**config.mk**
```make
export PLATFORM = sky130hd
export DESIGN_NAME = johnson_decade
export DESIGN_NICKNAME = d
export VERILOG_FILES = /design/src/rtl/johnson_decade.sv
export SDC_FILE = /design/constraint.sdc
export NUM_CORES = 1
export LEC_CHECK = 0
export BUFFER_PORTS_ARGS = -buffer_cell sky130_fd_sc_hd__buf_2
export CAP_MARGIN = 10
export CORE_AREA = 2 2 40 42
export CTS_CLUSTER_DIAMETER = 120
export CTS_CLUSTER_SIZE = 30
export DETAILED_ROUTE_END_ITERATION = 16
export DIE_AREA = 0 0 42 44
export PLACE_DENSITY = 0.7
export SETUP_SLACK_MARGIN = 0.3
export SLEW_MARGIN = 20
export SYNTH_ARGS = -nofsm -noshare
export SYNTH_HDL_FRONTEND = slang
export SYNTH_SLANG_ARGS = --single-unit
```
**constraint.sdc**
```tcl
create_clock -name clk -period 2.88 [get_ports clk]
set_input_delay 0.144 -clock clk [delete_from_list [all_inputs] [get_ports clk]]
set_output_delay 0.144 -clock clk [all_outputs]
set_load 0.01 [all_outputs]
```
**src/rtl/johnson_decade.sv**
```systemverilog
`timescale 1ns/1ps
module johnson_decade (
  input  logic       clk,
  input  logic       clr,
  input  logic       tick_pos,
  input  logic       tick_neg,
  output logic [9:0] state_dec,
  output logic       carry_n
);

  logic [1:0] pos_sync, neg_sync;
  logic       pos_prev, neg_prev;
  logic [1:0] warm;
  logic [4:0] ring;
  logic       legal, adv, rise_hit, fall_hit;

  always_ff @(posedge clk or posedge clr) begin
    if (clr) begin
      pos_sync <= '0;
      neg_sync <= '0;
      pos_prev <= 1'b0;
      neg_prev <= 1'b0;
      warm     <= '0;
    end else begin
      pos_sync <= {pos_sync[0], tick_pos};
      neg_sync <= {neg_sync[0], tick_neg};
      pos_prev <= pos_sync[1];
      neg_prev <= neg_sync[1];
      if (warm != 2'd3) warm <= warm + 2'd1;
    end
  end

  assign rise_hit = pos_sync[1] & ~pos_prev & ~neg_sync[1];
  assign fall_hit = neg_prev & ~neg_sync[1] & pos_sync[1];
  assign adv      = (warm == 2'd3) & (rise_hit | fall_hit);

  function automatic logic ring_ok(input logic [4:0] r);
    logic [4:0] d;
    int n;
    d = r ^ {r[3:0], ~r[4]};
    n = 0;
    for (int i = 0; i < 5; i++) n += 32'(d[i]);
    return n == 1;
  endfunction

  assign legal = ring_ok(ring);

  always_ff @(posedge clk or posedge clr) begin
    if (clr)      ring <= '0;
    else if (adv) ring <= legal ? {ring[3:0], ~ring[4]} : 5'd0;
  end

  always_comb begin
    state_dec[0] = ~ring[4] & ~ring[0];
    state_dec[5] =  ring[4] &  ring[0];
    for (int k = 1; k < 5; k++) begin
      state_dec[k]     =  ring[k-1] & ~ring[k];
      state_dec[k + 5] = ~ring[k-1] &  ring[k];
    end
  end

  assign carry_n = ~ring[4];

  assert_step_R1: assert property (@(posedge clk) disable iff (clr)
    legal && adv |=> state_dec == {$past(state_dec[8:0]), $past(state_dec[9])});

  assert_onehot_R2: assert property (@(posedge clk) disable iff (clr)
    legal |-> $countones(state_dec) == 1);

  assert_hold_R5: assert property (@(posedge clk) disable iff (clr)
    legal && !adv |=> $stable(state_dec) || !legal);

  assert_carry_R6: assert property (@(posedge clk) disable iff (clr)
    legal |-> carry_n == !(|state_dec[9:5]));

  assert_clear_R7: assert property (@(posedge clk)
    clr |-> state_dec == 10'd1 && carry_n);

  assert_recover_R8: assert property (@(posedge clk) disable iff (clr)
    !legal && adv |=> state_dec == 10'd1);

endmodule

```
# Yosys cells after proc, flatten, opt, wreduce, memory -nomap -nowiden
# Cells that the tools add are included.
dict set report word_totals {
  word_cells 39
  output_inout_bits 11
  register_bits 13
  inputBits 4
}
dict set report op_classes {
  n_bitwise 24
  n_mux 1
  n_eq_ne 3
  addsub 5
}
# cell n
set ops {}
lappend ops {{AND 1 bit} 15}
lappend ops {{inverter 1 bit} 7}
lappend ops {{adder 4 x 1 -> 5 bit} 1}
lappend ops {{equality test 5 x 1 -> 1 bit, second input constant} 1}
lappend ops {{2-to-1 mux 5 bit} 1}
lappend ops {{bitwise XOR 5 bit} 1}
lappend ops {{adder 3 x 1 -> 4 bit} 1}
lappend ops {{adder 2 x 1 -> 3 bit} 1}
lappend ops {{adder 1 x 1 -> 2 bit} 1}
lappend ops {{adder 2 x 1 -> 2 bit, second input constant} 1}
lappend ops {{equality test 2 bit, second input constant} 1}
lappend ops {{inequality test 2 bit, second input constant} 1}
lappend ops {{OR 1 bit} 1}

# Depth between registers and ports, before layout
dict set report depth {
  ltp_word 8
  mapped_depth 11
  ltp_nobuf 11
}

# Worst setup path after synthesis
# OpenSTA, ideal clock, no wires.
dict set report synth_timing {
  kind {reg-to-reg}
  startpoint {reg ring[4]}
  endpoint {reg ring[0]}
  arrival_ns 2.487
  path_stages_with_launch 12
  synth_period_minus_slack_ns 2.567
  setup_slack_ns 0.313
  required_time_ns 2.801
  setup_ns 0.079
  path_buffers 0
  cell_sequence {dfrtp_1 inv_1 ha_1 inv_1 fa_1 inv_1 fa_1 inv_1 ha_1 nor3_2 nand2_1 mux2i_1}
}
dict set report synth_between {
  elab_chain_cells 8
}
# item line
set synth_lines {}
lappend synth_lines {{start: declaration} 14} ;# logic [4:0] ring;
lappend synth_lines {{start signal: assignment} 50} ;# else if (adv) ring <= legal ? {ring[3:0], ~ring[4]} : 5'd0;
lappend synth_lines {{inverter 1 bit (*)} n/a}
lappend synth_lines {{via carry_n} 8} ;# output logic carry_n
lappend synth_lines {{bitwise XOR 5 bit} 40} ;# d = r ^ {r[3:0], ~r[4]};
lappend synth_lines {{adder 1 x 1 -> 2 bit} 42} ;# for (int i = 0; i < 5; i++) n += 32'(d[i]);
lappend synth_lines {{adder 2 x 1 -> 3 bit} 42}
lappend synth_lines {{adder 3 x 1 -> 4 bit} 42}
lappend synth_lines {{adder 4 x 1 -> 5 bit} 42}
lappend synth_lines {{equality test 5 x 1 -> 1 bit} 43} ;# return n == 1;
lappend synth_lines {{2-to-1 mux 5 bit (*)} 50}
# The timed path passes the listed nets; every way through them passes the cells marked *.
# A chain may end at the register's enable or synchronous reset.

# Worst setup path after layout
dict set report layout_timing {
  startpoint {reg ring[2]}
  endpoint {reg ring[3]}
}
dict set report layout_between {
  elab_chain_cells 6
}
# item line
set layout_lines {}
lappend layout_lines {{bitwise XOR 5 bit} 40}
lappend layout_lines {{adder 2 x 1 -> 3 bit} 42}
lappend layout_lines {{adder 3 x 1 -> 4 bit} 42}
lappend layout_lines {{adder 4 x 1 -> 5 bit} 42}
lappend layout_lines {{equality test 5 x 1 -> 1 bit} 43}
lappend layout_lines {{2-to-1 mux 5 bit (*)} 50}
# Mark *: on every way between the ends. The rest lies on a longest branch, timed or not.

==> summary.txt <==
Result of the run: finished, final reports clean
Worst path most repeated cell: sky130_fd_sc_hd__inv_2
Yosys warnings: 0
Share of total power in sequential cells: 24.8%
Number of clock sinks: 13
Number of H-tree levels: 1
Endpoint kind of the worst setup timing path: register
Start-to-end type of the worst setup path: reg -> reg
Final Hold Fails: 0
Worst slew slack as a fraction of its limit: 67.2%
Share of synthesized area occupied by flip-flops and latches: 47.7%
Area of the core: 1420 sq um
DIE AREA: 1850 sq um
Cell Pwr Density: 1060 nW/um^2
Most common library cells after synthesis: sky130_fd_sc_hd__dfrtp_1, sky130_fd_sc_hd__ha_1, sky130_fd_sc_hd__inv_1
Shortest clock period the worst path allows after layout: 2.52 ns
Ranking of synthesized cells by area: sky130_fd_sc_hd__dfrtp_1, sky130_fd_sc_hd__ha_1, sky130_fd_sc_hd__mux2i_1
Total vias in the final route: 456
Standard cell with the maximum stage delay on the critical path: sky130_fd_sc_hd__fa_1
Most common flop cell mapped by yosys: sky130_fd_sc_hd__dfrtp_1
Final worst setup slack: 0.357 ns
Yosys reg bits: 13
Clock transition at path regs: 0.07 ns
Final setup skew: 0.00713 ns
Post-synthesis cell area: 682 sq um
Synth Instances: 54
Share of flip-flops with an asynchronous set or reset after synthesis: 100%
Most used routing layer: met2
Crit-path max cell delay: 0.54 ns
Diode count: 0
Overall power after layout: 0.951 mW
First-pass GRT wire length: 1910 um
Final routed wire length divided by cell count: 12.0 um
Setup-failing EPs final: 0
GRT met2 Usage: 24.1%
Final critical-path share of the clock period: 87.6%
Maximum root-to-sink buffer count: 2
Sw Ratio: 41.9%
CTS root buf: sky130_fd_sc_hd__clkbuf_4
Initial DRC count: 10
Number of nets in the layout: 99
Cell Chain, Critical Path: inv_2 -> ha_4 -> inv_2 -> fa_1 -> inv_2 -> fa_2 -> inv_2 -> ha_4 -> nor3_4 -> nand2_1 -> mux2i_1
Number of port buffers: 14
Initial antenna violation count: 0
Slew at the pin with the worst max-slew slack: 0.491 ns
Max Slew Vio Count: 0
Horizontal extent of the die: 42 um
DRT Pass-1 Iters: 4
Internal: 0.552 mW
Max capacitance violation total: 0
Clock latency reported for the late side of the worst-skew pair: 0.28 ns
Vias per std cell: 4.75
Met1 layer usage reported by global route: 18.6%
Hold Crit Class: reg -> reg
Initial Util: 48.1%
Met3 layer usage reported by global route: 7.50%
Unrepaired setup endpoints after global routing: true
Die height: 44 um
Total gr overflow: 0
Critical path fanouts, max: 5
Clock power frac: 11.9%
Data required time at the worst endpoint: 3.07 ns
Largest area contributor in the synthesized netlist: sky130_fd_sc_hd__dfrtp_1
Number of global-route vias before repair: 428
Overall routed net length: 1150 um
Number of remaining DRC errors: 0
Part of the total power dissipated in combinational logic: 63.3%
Worst IR drop on VDD: 0.819 mV
Mean area per synthesized cell: 12.6 sq um
Ratio of cells with drive above 1 in the final layout: 42.5%
Count of unique library cells instantiated by Yosys: 11
Achievable Freq: 396 MHz
Clock tree from TritonCTS: built
Setup crit start kind: register
Total negative slack for setup checks: 0 ns
Maximum number of pins on one net before global-route repair: 14
I/O pin count: 15
Standby leakage power: 0.455 nW
Standard-cell rows: 14
Top-count cell post-synth: sky130_fd_sc_hd__dfrtp_1
Dpl hpwl: 753 um
All-layer global routing usage: 14.9%
Worst setup slack before clock tree synthesis: 0.102 ns
Switching power total: 0.399 mW
Critical path arrival: 2.71 ns
Area grow syn2layout: 32.1%
Antenna-violating nets left: 0
TritonCTS Buffers: 3
Mapped Nets: 72
EDFF count, synth: 0
Top-area cell type share of the netlist area: 47.7%
Weighted congestion reported at the end of routability-driven placement: 0.792
-- repair_timing --
| action | CTS | global route |
|---|---|---|
| hold buffers | 3 | 0 |
| setup buffers | 2 | 2 |
| resized for setup | 3 | 7 |
| endpoints found under the hold margin | 15 | 0 |
| pin swaps | 1 | 9 |
| gates cloned | 0 | 0 |
| endpoints found under the setup margin | 5 | 5 |
-- path summary, 6_finish.rpt --
check / slack (ns) / start / to / cells past startpoint
worst max-delay path: 0.36 / ring[2]$_DFFE_PP0P_ / ring[3]$_DFFE_PP0P_ / 11
worst min-delay path: 0.35 / pos_sync[0]$_DFF_PP0_ / pos_sync[1]$_DFF_PP0_ / 0
worst max register to register: 0.36 / ring[2]$_DFFE_PP0P_ / ring[3]$_DFFE_PP0P_ / 11
worst min register to register: 0.35 / pos_sync[0]$_DFF_PP0_ / pos_sync[1]$_DFF_PP0_ / 0
max in group asynchronous: 2.09 / clr / ring[3]$_DFFE_PP0P_ / 3
min in group asynchronous: 0.43 / clr / warm[1]$_DFFE_PP0N_ / 3
-- cell type report --
| type | count | area, sq um |
|---|---|---|
| Inverter | 11 | 41.3 |
| Sequential cell | 13 | 327 |
| Timing Repair Buffer | 22 | 138 |
| Multi-Input combinational cell | 30 | 349 |
| Clock buffer | 4 | 26.3 |
| Fill cell | 116 | 518 |
| Tap cell | 16 | 20.0 |
-- per-layer routing --
| metal | wire, um | up-vias |
|---|---|---|
| li1 | - | 220 |
| met1 | 479 | 221 |
| met2 | 597 | 15 |
| met3 | 75 | 0 |
| met4 | 0 | 0 |
| met5 | 0 | - |
-- flip-flops by register name, indices dropped and copies added (netlist names) --
signal,count
warm,2
pos_sync,2
neg_prev,1
ring,5
pos_prev,1
neg_sync,2
-- cells in the final DEF, fill, tap and decap left out --
cell type,count
sky130_fd_sc_hd__nor2b_1,1
sky130_fd_sc_hd__nand2_1,6
sky130_fd_sc_hd__mux2i_1,5
sky130_fd_sc_hd__clkbuf_4,3
sky130_fd_sc_hd__dfrtp_1,12
sky130_fd_sc_hd__dlygate4sd3_1,3
sky130_fd_sc_hd__ha_1,10
sky130_fd_sc_hd__xnor2_1,1
sky130_fd_sc_hd__buf_4,5
sky130_fd_sc_hd__buf_2,14
sky130_fd_sc_hd__inv_1,6
sky130_fd_sc_hd__fa_1,1
sky130_fd_sc_hd__clkbuf_1,1
sky130_fd_sc_hd__mux2_2,1
sky130_fd_sc_hd__inv_2,5
sky130_fd_sc_hd__dfrtp_2,1
sky130_fd_sc_hd__ha_4,2
sky130_fd_sc_hd__fa_2,1
sky130_fd_sc_hd__nor3_4,2
-- power by group through the flow --
stage               registers [mW]  logic (mW)  clock network (mW)
global placement             0.239       0.428                   0
CTS                          0.232       0.551               0.115
global route                 0.240       0.692               0.124
detailed placement           0.241       0.425                   0
finish                       0.236       0.602               0.113
floorplan                    0.231       0.336                   0
-- critical path, delay by kind of cell (launching register included) --
family	cells	cell delay, ns
adders and majority gates	4	1.34
and+or+nand+nor	2	0.32
muxes	1	0.15
DFF	1	0.41
buffers and inverters	4	0.23
-- metrics by stage --
| stage | cells | hold WS, ns | utilization [%] | area [sq um] |
|---|---|---|---|---|
| global route | 96 | 0.366 | 63.5 | 901 |
| finish | 96 | 0.351 | 63.5 | 901 |
| detailed placement | 85 | 0.188 | 54.9 | 779 |
| global placement | 85 | 0.181 | 54.9 | 779 |
| floorplan | 54 | 0.0210 | - | 682 |
| CTS | 94 | 0.352 | 61.3 | 870 |
-- logic make-up (layout without fill, tap and decap cells) --
logic type    count (synthesis)  count (layout)  synth area share [%]
mux                           6               6                  8.99
simple gates                  9               9                  8.07
fa+ha+maj                    14              14                  27.9
xor+xnor                      1               1                  1.28
buf+inv                      11              37                  6.06
flops                        13              13                  47.7
No activity file was read; power rests on OpenSTA's default activity.
